`src/rtl/lms_pkg.sv`:
```
package lms_pkg;
  typedef enum logic [1:0] {
    OP_START = 2'd0,
    OP_WRITE = 2'd1,
    OP_READ  = 2'd2,
    OP_STOP  = 2'd3
  } i2c_op_e;

  typedef enum logic [3:0] {
    ST_IDLE, ST_START_W, ST_ADDR_W, ST_CMD, ST_STOP_W, ST_WAIT,
    ST_START_R, ST_ADDR_R, ST_RD_HI, ST_RD_LO, ST_STOP_R, ST_ABORT
  } seq_st_e;

  localparam int          BYTE_W    = 8;
  localparam logic [6:0]  ADDR_LO   = 7'b0100011;
  localparam logic [6:0]  ADDR_HI   = 7'b1011100;
  localparam logic [7:0]  MEAS_CMD  = 8'h10;
endpackage

```
`src/rtl/lms_wait_timer.sv`:
```
module lms_wait_timer #(
  parameter int WAIT_CYC = 10_000_000
) (
  input  logic clk_i,
  input  logic rst_ni,
  input  logic en_i,
  output logic expired_o
);
  localparam int CW = $clog2(WAIT_CYC + 1);
  localparam logic [CW-1:0] LAST = CW'(WAIT_CYC - 1);

  logic [CW-1:0] cnt_q;

  always_ff @(posedge clk_i or negedge rst_ni) begin
    if (!rst_ni)        cnt_q <= '0;
    else if (!en_i)     cnt_q <= '0;
    else if (cnt_q != LAST) cnt_q <= cnt_q + 1'b1;
  end

  assign expired_o = en_i && (cnt_q == LAST);


  cnt_reset_chk: assert property (@(posedge clk_i) disable iff (!rst_ni)
    !en_i |=> (cnt_q == '0));
endmodule

```
`src/rtl/lms_result_reg.sv`:
```
module lms_result_reg #(
  parameter int BW = 8
) (
  input  logic          clk_i,
  input  logic          rst_ni,
  input  logic [BW-1:0] byte_i,
  input  logic          cap_hi_i,
  input  logic          cap_lo_i,
  input  logic          commit_i,
  output logic [2*BW-1:0] result_o,
  output logic          valid_o
);
  logic [BW-1:0] hi_q, lo_q;

  always_ff @(posedge clk_i or negedge rst_ni) begin
    if (!rst_ni) begin
      hi_q     <= '0;
      lo_q     <= '0;
      result_o <= '0;
      valid_o  <= 1'b0;
    end else begin
      if (cap_hi_i) hi_q <= byte_i;
      if (cap_lo_i) lo_q <= byte_i;
      if (commit_i) result_o <= {hi_q, lo_q};
      valid_o <= commit_i;
    end
  end


  valid_pulse_chk: assert property (@(posedge clk_i) disable iff (!rst_ni)
    valid_o |=> !valid_o);
endmodule

```
`src/rtl/lms_seq_fsm.sv`:
```
module lms_seq_fsm
  import lms_pkg::*;
(
  input  logic       clk_i,
  input  logic       rst_ni,
  input  logic       start_i,
  input  logic       addr_sel_i,
  input  logic       expired_i,
  output logic       wait_en_o,
  input  logic       i2c_busy_i,
  input  logic       i2c_done_i,
  input  logic       i2c_nack_i,
  output logic       req_o,
  output logic [1:0] op_o,
  output logic [BYTE_W-1:0] wdata_o,
  output logic       last_o,
  output logic       cap_hi_o,
  output logic       cap_lo_o,
  output logic       commit_o,
  output logic       busy_o,
  output logic       done_o,
  output logic       err_o
);
  seq_st_e    state_q, state_d;
  logic       issued_q;
  logic       step_done, is_cmd, is_wr;
  logic [6:0] addr;
  i2c_op_e    op;

  assign addr      = addr_sel_i ? ADDR_HI : ADDR_LO;
  assign is_cmd    = (state_q != ST_IDLE) && (state_q != ST_WAIT);
  assign is_wr     = (state_q == ST_ADDR_W) || (state_q == ST_CMD) || (state_q == ST_ADDR_R);
  assign step_done = issued_q && i2c_done_i;
  assign req_o     = is_cmd && !issued_q && !i2c_busy_i;
  assign wait_en_o = (state_q == ST_WAIT);
  assign busy_o    = (state_q != ST_IDLE);
  assign cap_hi_o  = (state_q == ST_RD_HI) && step_done;
  assign cap_lo_o  = (state_q == ST_RD_LO) && step_done;
  assign commit_o  = (state_q == ST_STOP_R) && step_done;
  assign last_o    = (state_q == ST_RD_LO);
  assign op_o      = op;

  always_comb begin
    unique case (state_q)
      ST_START_W, ST_START_R:          op = OP_START;
      ST_ADDR_W, ST_CMD, ST_ADDR_R:    op = OP_WRITE;
      ST_RD_HI, ST_RD_LO:              op = OP_READ;
      default:                         op = OP_STOP;
    endcase
    unique case (state_q)
      ST_ADDR_W: wdata_o = {addr, 1'b0};
      ST_CMD:    wdata_o = MEAS_CMD;
      ST_ADDR_R: wdata_o = {addr, 1'b1};
      default:   wdata_o = '0;
    endcase
  end

  always_comb begin
    state_d = state_q;
    if (state_q == ST_IDLE) begin
      if (start_i) state_d = ST_START_W;
    end else if (state_q == ST_WAIT) begin
      if (expired_i) state_d = ST_START_R;
    end else if (step_done) begin
      if (is_wr && i2c_nack_i) state_d = ST_ABORT;
      else begin
        unique case (state_q)
          ST_START_W: state_d = ST_ADDR_W;
          ST_ADDR_W:  state_d = ST_CMD;
          ST_CMD:     state_d = ST_STOP_W;
          ST_STOP_W:  state_d = ST_WAIT;
          ST_START_R: state_d = ST_ADDR_R;
          ST_ADDR_R:  state_d = ST_RD_HI;
          ST_RD_HI:   state_d = ST_RD_LO;
          ST_RD_LO:   state_d = ST_STOP_R;
          default:    state_d = ST_IDLE;
        endcase
      end
    end
  end

  always_ff @(posedge clk_i or negedge rst_ni) begin
    if (!rst_ni) begin
      state_q  <= ST_IDLE;
      issued_q <= 1'b0;
      done_o   <= 1'b0;
      err_o    <= 1'b0;
    end else begin
      state_q  <= state_d;
      issued_q <= step_done ? 1'b0 : (req_o ? 1'b1 : issued_q);
      done_o   <= commit_o || ((state_q == ST_ABORT) && step_done);
      err_o    <= (state_q == ST_ABORT) && step_done;
    end
  end


  nack_stop_chk: assert property (@(posedge clk_i) disable iff (!rst_ni)
    (is_wr && step_done && i2c_nack_i) |=> (op_o == OP_STOP));

  req_once_chk: assert property (@(posedge clk_i) disable iff (!rst_ni)
    req_o |=> !req_o);

  done_idle_chk: assert property (@(posedge clk_i) disable iff (!rst_ni)
    done_o |-> !busy_o);
endmodule

```
`src/rtl/light_meas_seq.sv`:
```
module light_meas_seq
  import lms_pkg::*;
#(
  parameter int CLK_HZ  = 50_000_000,
  parameter int WAIT_MS = 200
) (
  input  logic        clk_i,
  input  logic        rst_ni,
  input  logic        start_i,
  input  logic        addr_sel_i,
  input  logic        i2c_busy_i,
  input  logic        i2c_done_i,
  input  logic        i2c_nack_i,
  input  logic [7:0]  i2c_rdata_i,
  output logic        i2c_req_o,
  output logic [1:0]  i2c_op_o,
  output logic [7:0]  i2c_wdata_o,
  output logic        i2c_last_o,
  output logic        busy_o,
  output logic        done_o,
  output logic        err_o,
  output logic [15:0] result_o,
  output logic        valid_o
);
  localparam int WAIT_CYC = CLK_HZ / 1000 * WAIT_MS;

  logic wait_en, expired, cap_hi, cap_lo, commit;

  lms_wait_timer #(.WAIT_CYC(WAIT_CYC)) u_timer (
    .clk_i, .rst_ni, .en_i(wait_en), .expired_o(expired)
  );

  lms_seq_fsm u_fsm (
    .clk_i, .rst_ni, .start_i, .addr_sel_i,
    .expired_i(expired), .wait_en_o(wait_en),
    .i2c_busy_i, .i2c_done_i, .i2c_nack_i,
    .req_o(i2c_req_o), .op_o(i2c_op_o), .wdata_o(i2c_wdata_o), .last_o(i2c_last_o),
    .cap_hi_o(cap_hi), .cap_lo_o(cap_lo), .commit_o(commit),
    .busy_o, .done_o, .err_o
  );

  lms_result_reg #(.BW(BYTE_W)) u_res (
    .clk_i, .rst_ni, .byte_i(i2c_rdata_i),
    .cap_hi_i(cap_hi), .cap_lo_i(cap_lo), .commit_i(commit),
    .result_o, .valid_o
  );


  busy_rise_chk: assert property (@(posedge clk_i) disable iff (!rst_ni)
    $rose(busy_o) |-> $past(start_i));

  valid_done_chk: assert property (@(posedge clk_i) disable iff (!rst_ni)
    valid_o |-> (done_o && !err_o));

  err_hold_chk: assert property (@(posedge clk_i) disable iff (!rst_ni)
    err_o |-> $stable(result_o));
endmodule

```
`config.mk`:
```
export PLATFORM = sky130hd
export DESIGN_NAME = light_meas_seq
export DESIGN_NICKNAME = d
export VERILOG_FILES = /design/src/rtl/lms_pkg.sv /design/src/rtl/lms_wait_timer.sv /design/src/rtl/lms_result_reg.sv /design/src/rtl/lms_seq_fsm.sv /design/src/rtl/light_meas_seq.sv
export SDC_FILE = /design/constraint.sdc
export NUM_CORES = 1
export LEC_CHECK = 0
export BUFFER_PORTS_ARGS = -buffer_cell sky130_fd_sc_hd__buf_2
export CAP_MARGIN = 20
export CORE_MARGIN = 2
export CORE_UTILIZATION = 30
export CTS_CLUSTER_SIZE = 14
export DETAILED_ROUTE_END_ITERATION = 10
export GPL_TIMING_DRIVEN = 0
export MAX_ROUTING_LAYER = met4
export SLEW_MARGIN = 20
export SYNTH_ARGS = -nofsm -noshare
export SYNTH_HDL_FRONTEND = slang
export SYNTH_SLANG_ARGS = --single-unit
```
`constraint.sdc`:
```
create_clock -name clk_i -period 1.6 [get_ports clk_i]
set_input_delay 0.24 -clock clk_i [delete_from_list [all_inputs] [get_ports clk_i]]
set_output_delay 0.24 -clock clk_i [all_outputs]
set_load 0.02 [all_outputs]
```
==> results of run 1 <==
## worst max-delay path by stage
stage	startpoint	end	cells past startpoint
floorplan	u_timer.cnt_q[16]$_DFFE_PN0P_	u_timer.cnt_q[1]$_DFFE_PN0P_	5
global placement	u_fsm.state_q[1]$_DFFE_PN0P_	u_timer.cnt_q[3]$_DFFE_PN0P_	7
detailed placement	u_fsm.state_q[1]$_DFFE_PN0P_	u_timer.cnt_q[18]$_DFFE_PN0P_	7
CTS	u_fsm.state_q[0]$_DFFE_PN0P_	i2c_wdata_o[6]	8
global route	u_fsm.state_q[0]$_DFFE_PN0P_	i2c_wdata_o[2]	7
finish	u_fsm.state_q[0]$_DFFE_PN0P_	i2c_wdata_o[4]	7
## metal layers
metal  vias up  part of all wire [%]  global-route usage (%)
met5         -                     0                       -
met4         0                   1.5                    6.77
met3         6                   3.2                    2.72
met2        45                    50                    20.9
met1      1199                    45                    17.4
li1       1160                     -                       -
## worst max-delay path, stage by stage (launching register included)
cell	delay (ns)
dfrtp_2	0.45
buf_6	0.13
ha_4	0.18
nand2_4	0.08
a21oi_4	0.06
and2_4	0.16
a21o_1	0.16
buf_6	0.13
## power by group through the flow
stage | clock, uW | combinational, uW | sequential (uW)
final | 1410 | 2420 | 2070
after CTS | 1460 | 2020 | 2050
after global placement | 0 | 1610 | 2060
after floorplan | 0 | 1110 | 2120
after global routing | 1540 | 2590 | 2100
after detailed placement | 0 | 1640 | 2070
## layout by cell type (no fill, tap or decap), types with 4 or more instances in the layout
master | Yosys | layout
buf_2 | 4 | 36
dfrtp_2 | 0 | 8
buf_4 | 4 | 27
dfrtp_1 | 64 | 56
o21ai_0 | 6 | 4
nand3_1 | 8 | 6
nand2_4 | 0 | 5
ha_4 | 0 | 5
nand2_1 | 26 | 16
mux2_2 | 33 | 33
inv_6 | 0 | 4
a21oi_2 | 1 | 4
nor2_1 | 25 | 24
xor2_1 | 12 | 12
buf_6 | 0 | 22
nand4_1 | 4 | 4
xnor2_1 | 4 | 4
clkbuf_8 | 0 | 9
## cells by family after synthesis
| kind of cell | count (synthesis) | synth area share [%] |
|---|---|---|
| AO/OA/AOI/OAI | 33 | 7.08 |
| XOR/XNOR | 16 | 4.53 |
| adder cells (fa/ha/maj) | 5 | 2.02 |
| buffers and inverters | 20 | 3.08 |
| flip-flops | 64 | 51.8 |
| multiplexers | 35 | 12.7 |
| AND/OR/NAND/NOR | 103 | 18.8 |
## cell type report
cell class,instances,area (sq um)
Buffer,11,113
Clock buffer,9,124
Clock inverter,7,78.8
Fill cell,966,5750
Inverter,7,31.3
Multi-Input combinational cell,192,1690
Sequential cell,64,1610
Tap cell,136,170
Timing Repair Buffer,81,621
## state kept, by name, indices dropped and copies added (netlist names)
register,cells
u_res.result_o,16
u_res.valid_o,1
u_res.lo_q,8
u_fsm.done_o,1
u_timer.cnt_q,24
u_fsm.err_o,1
u_fsm.state_q,4
u_res.hi_q,8
u_fsm.issued_q,1
## metrics by stage
step	utilization [%]	instance area, sq um	TNS [ns]	hold WS, ns
after floorplan	-	3130	-0.485	-0.0556
after global placement	34.7	3530	-11.47	0.482
after detailed placement	35.0	3560	-13.03	0.106
after CTS	39.7	4050	-8.79	0.129
after global routing	43.6	4440	-13.77	0.128
final	43.6	4440	-9.89	0.144
## timing repair
| action | in CTS | in global routing |
|---|---|---|
| gates cloned | 0 | 1 |
| hold buffers | 1 | 0 |
| pin swaps | 11 | 20 |
| gates resized for setup | 55 | 56 |
| hold endpoints to repair | 11 | 0 |
| setup endpoints to repair | 67 | 72 |
| buffers inserted | 10 | 22 |
==> impl_metrics.py, run 1 <==
metrics = {
    "outcome": {
        "status": "complete, but fails checks",
        "violations": "negative setup slack",
    },
    "clocking": {
        "cts_root_buf": "clkbuf_8",
        "path_clk_slew_ns": 0.08,
        "cts_tree": "yes",
        "clkSinkCount": 64,
        "clock_latency_ns": 0.34,
        "clockBufferDepth": 2,
        "htreeDepth": 3,
        "cts_made_buffers": 9,
    },
    "pwr": {
        "intPower_uw": 3800,
        "p_leak_uw": 0.00217,
        "switching_share_pct": 35.5,
        "p_seq_share_pct": 35.1,
        "switching_power_uw": 2100,
        "power_density_nw_per_um2": 1330,
        "pwr-share-clk_pct": 23.9,
        "power_frac_comb_pct": 41.0,
        "ir_worst_vdd_mv": 0.754,
        "finalPower_uw": 5900,
    },
    "yosys": {
        "synth_warnings": 0,
        "synth_area_leaders": "dfrtp_1, mux2_2, xor2_1, nand2_1, nor2_1",
        "synth_seq_cells": 64,
        "syn_area_sq_um": 3090,
        "ys_top_cells_by_count": "dfrtp_1, mux2_2, nand2_1",
        "synth_cell_type_count": 50,
        "synthFlopType": "dfrtp_1",
        "seq_area_frac_synth_pct": 51.8,
        "syn_area_per_cell_sq_um": 11.2,
        "synth_top_area_share_pct": 51.8,
        "async_flop_share_pct": 100,
        "synth_edf_count": 0,
        "synth_nets": 296,
        "synth_most_common_cell": "dfrtp_1",
        "yosys.area.top_type": "dfrtp_1",
        "syn_inst": 276,
    },
    "drt": {
        "route.detailed.drc": 0,
        "wl_per_cell_um": 14.1,
        "firstDrtPassIters": 4,
        "vias": 2410,
        "drt-total-wl_um": 7160,
        "final_antenna_net_count": 0,
        "viasPerCell": 4.75,
        "drtIter0Drc": 143,
    },
    "worst_setup_path": {
        "path_max_fanout": 7,
        "rr_endpoint": "u_timer.cnt_q[1]$_DFFE_PN0P_",
        "crit_type": "flip-flop to primary output",
        "crit_arrival_ns": 1.69,
        "end_kind": "primary output",
        "worstRegToRegCells": 5,
        "crit_required_ns": 1.36,
        "r2r-start": "u_timer.cnt_q[16]$_DFFE_PN0P_",
        "crit_path_start_kind": "flip-flop",
        "r2r_setup_slack_ns": -0.31,
    },
    "global_routing": {
        "grt_pass1_wl_um": 11600,
        "grt_max_degree": 54,
        "antenna_found_initial": 0,
        "grt_pass1_vias": 2391,
        "grt_overflow": 0,
        "globalRouteTotalUtil_pct": 13.7,
    },
    "floorplanning": {
        "num_rows": 37,
        "core_sq_um": 10200,
        "die_w_um": 106,
        "dieArea_sq_um": 11100,
        "initial_core_util_pct": 30.4,
        "die_h_um": 106,
        "ios": 47,
    },
    "min_path": {
        "holdCritPathClass": "primary input to flip-flop",
        "hp-start": "i2c_rdata_i[6]",
        "hold_path_end": "u_res.lo_q[6]$_DFFE_PN0P_",
        "holdPathStages": 2,
    },
    "placement": {
        "dp.cells": 459,
        "gp_congestion": 0.886,
        "place_ws_ns": -0.459,
        "dp_hpwl_um": 4570,
        "numPortBuffers": 46,
    },
    "cells_and_area": {
        "final_cells": 507,
        "layout.nets": 386,
        "syn_to_final_growth_pct": 43.5,
        "layout-drive-gt1-share_pct": 54.4,
        "diodes": 0,
    },
    "sta": {
        "worstMarginPinSlew_ns": 0.473,
        "slew_viol_final": 0,
        "skew_ns": 0.00924,
        "period_minus_slack_ns": 1.93,
        "fmax_mhz": 519,
        "maxSlewHeadroom_pct": 68.4,
        "period_share_pct": 120,
        "setup-violations-final": 52,
        "final-hold-violation-count": 0,
        "setup_slack_ns": -0.325,
        "rsz0062_at_grt": "yes",
    },
    "run": {
        "max_cap_viol_count": 0,
    },
}
Power figures use the tool's default switching activity.
==> run 2: changes to the inputs <==
--- a/config.mk
+++ b/config.mk
@@ -5,6 +5,7 @@
 export SDC_FILE = /design/constraint.sdc
 export NUM_CORES = 1
 export LEC_CHECK = 0
+export ABC_AREA = 1
 export BUFFER_PORTS_ARGS = -buffer_cell sky130_fd_sc_hd__buf_2
 export CAP_MARGIN = 20
 export CORE_MARGIN = 2
==> impl_metrics.py, run 2 <==
metrics = {
    "outcome": {
        "status": "complete, but fails checks",
        "violations": "negative setup slack",
    },
    "cells_and_area": {
        "layout-drive-gt1-share_pct": 32.4,
        "diodes": 0,
        "syn_to_final_growth_pct": 41.1,
        "final_common_cell": "nand2_1",
        "layout.nets": 537,
        "ff_latch_area_sq_um": 1610,
        "reg_top3": "u_timer.cnt_q (24), u_res.result_o (16)",
        "largest_register": "u_timer.cnt_q",
        "largest_reg_flops": 24,
        "final_cell_mix": "nand2_1, dfrtp_1, nor2_1",
        "final_cells": 662,
        "multi_input_area_sq_um": 1670,
        "fillers": 1037,
    },
    "yosys": {
        "seq_area_frac_synth_pct": 48.3,
        "synthFlopType": "dfrtp_1",
        "async_flop_share_pct": 100,
        "yosys.area.top_type": "dfrtp_1",
        "synth_cell_type_count": 28,
        "syn_inst": 433,
        "syn_area_sq_um": 3310,
        "syn_area_per_cell_sq_um": 7.65,
        "synth_most_common_cell": "nand2_1",
        "ys_top_cells_by_count": "nand2_1, dfrtp_1, nor2_1",
        "synth_edf_count": 0,
        "synth_seq_cells": 64,
        "synth_top_area_share_pct": 48.3,
        "synth_warnings": 0,
        "synth_area_leaders": "dfrtp_1, nand2_1, o21ai_0, nor2_1, inv_1",
        "synth_nets": 453,
    },
    "clocking": {
        "cts_root_buf": "clkbuf_8",
        "cts_made_buffers": 9,
        "htreeDepth": 3,
        "path_clk_slew_ns": 0.08,
        "clock_latency_ns": 0.35,
        "clkSinkCount": 64,
        "clockBufferDepth": 2,
        "cts_tree": "yes",
    },
    "global_routing": {
        "antenna_found_initial": 0,
        "grt_overflow": 0,
        "grt_pass1_wl_um": 14400,
        "grt_max_degree": 59,
        "grt_pass1_vias": 2993,
        "globalRouteTotalUtil_pct": 15.9,
    },
    "sta": {
        "slew_viol_final": 0,
        "skew_ns": 0.00696,
        "rsz0062_at_grt": "yes",
        "period_share_pct": 120,
        "setup_slack_ns": -0.324,
        "setup-violations-final": 15,
        "maxSlewHeadroom_pct": 77.6,
        "period_minus_slack_ns": 1.92,
        "final-hold-violation-count": 0,
        "worstMarginPinSlew_ns": 0.334,
        "whs_ns": 0.111,
        "fmax_mhz": 520,
    },
    "drt": {
        "drt-total-wl_um": 8670,
        "firstDrtPassIters": 4,
        "route.detailed.drc": 0,
        "viasPerCell": 4.61,
        "wl_per_cell_um": 13.1,
        "vias": 3053,
        "drtIter0Drc": 121,
        "final_antenna_net_count": 0,
    },
    "floorplanning": {
        "die_h_um": 109,
        "core_sq_um": 10800,
        "dieArea_sq_um": 11900,
        "initial_core_util_pct": 30.7,
        "ios": 47,
        "num_rows": 38,
        "die_w_um": 109,
    },
    "placement": {
        "numPortBuffers": 46,
        "dp.cells": 620,
        "dp_hpwl_um": 5540,
        "gp_congestion": 0.920,
    },
    "pwr": {
        "power_density_nw_per_um2": 1550,
        "finalPower_uw": 7230,
        "ir_worst_vdd_mv": 1.15,
        "p_leak_uw": 0.00221,
    },
    "worst_setup_path": {
        "r2r_setup_slack_ns": -0.03,
        "path_max_fanout": 5,
        "crit_path_start_kind": "flip-flop",
        "crit_required_ns": 1.36,
        "end_kind": "primary output",
        "worstRegToRegCells": 11,
        "crit_arrival_ns": 1.68,
        "crit_type": "flip-flop to primary output",
    },
    "min_path": {
        "holdCritPathClass": "primary input to flip-flop",
        "holdPathStages": 3,
    },
    "run": {
        "max_cap_viol_count": 0,
    },
}
==> run 2: cell types whose count changed in the layout (fill, tap and decap cells not counted), moves of 6 or more <==
| cell | delta |
|---|---|
| nand2_1 | +95 |
| inv_1 | +40 |
| mux2_2 | -33 |
| o21ai_0 | +32 |
| nor2_1 | +22 |
| nand3_1 | +18 |
| o21ai_1 | +8 |
| xor2_1 | -8 |
| buf_4 | -7 |
| inv_4 | +7 |
| nor2_4 | +6 |
==> run 2: what timing repair did <==
item	in CTS	in global routing
hold endpoints to repair	64	0
pin swaps	23	13
buffers inserted	19	7
hold buffers	1	0
setup endpoints to repair	46	55
resized for setup	89	49
cloned	0	3
==> run 2: per-stage QoR <==
| stage | setup TNS (ns) | utilization [%] | setup slack (ns) | instance area (sq um) |
|---|---|---|---|---|
| 2_1_floorplan | -0.493 | - | -0.117 | 3320 |
| 3_3_place_gp | -0.949 | 34.5 | -0.0923 | 3720 |
| 3_5_place_dp | -1.71 | 34.8 | -0.143 | 3750 |
| 4_1_cts | -2.91 | 41.2 | -0.305 | 4440 |
| 5_1_grt | -3.94 | 43.3 | -0.373 | 4680 |
| 6_report | -2.88 | 43.3 | -0.324 | 4680 |
==> run 2: worst paths after layout <==
kind,end,start
hold / removal,u_res.lo_q[5]$_DFFE_PN0P_,i2c_rdata_i[5]
hold reg to reg,u_res.result_o[8]$_DFFE_PN0P_,u_res.result_o[8]$_DFFE_PN0P_
setup / recovery,i2c_op_o[0],u_fsm.state_q[1]$_DFFE_PN0P_
min in group asynchronous,u_res.lo_q[2]$_DFFE_PN0P_,rst_ni
setup reg to reg,u_fsm.state_q[0]$_DFFE_PN0P_,u_fsm.state_q[1]$_DFFE_PN0P_
max in group asynchronous,u_timer.cnt_q[0]$_DFFE_PN0P_,rst_ni
==> run 2: metal layers <==
metal,share of wire [%],global-route usage [%],wire (um),vias up
li1,-,-,-,1528
met1,45,20.5,3890,1434
met2,49,25.3,4240,77
met3,4.5,2.45,388,14
met4,1.8,5.77,154,0
met5,0,-,0,-
==> run 2: cell type report <==
type | instances | area share, %
buffer | 13 | 2.89
clock inverter | 6 | 2.46
sequential | 64 | 34.3
timing repair buffer | 73 | 12.6
multi-input combinational | 298 | 35.8
tap | 140 | 3.75
clock buffer | 10 | 2.94
inverter | 58 | 5.19
==> run 2: cells by family (layout without fill, tap and decap cells) <==
kind of cell	count (synthesis)	after routing	synth area share, %
AO/OA/AOI/OAI	62	62	9.78
XOR/XNOR	4	4	1.06
adder cells (fa/ha/maj)	5	5	1.89
buffers and inverters	71	160	9.10
flip-flops	64	64	48.3
AND/OR/NAND/NOR	227	227	29.9
==> run 2: power by group <==
part | switching, uW | internal [uW] | leakage, uW | total, uW
sequential | 251 | 2030 | 0.000821 | 2280
combinational | 1830 | 1390 | 0.00126 | 3210
clock | 657 | 1090 | 0.000123 | 1740
total | 2730 | 4500 | 0.00221 | 7230
==> run 2: critical path, cell delays in order (launching register included) <==
cell	delay (ns)
dfrtp_2	0.49
inv_4	0.12
ha_4	0.18
inv_4	0.04
nor2_4	0.10
nor2_2	0.05
a31o_2	0.24
buf_6	0.13
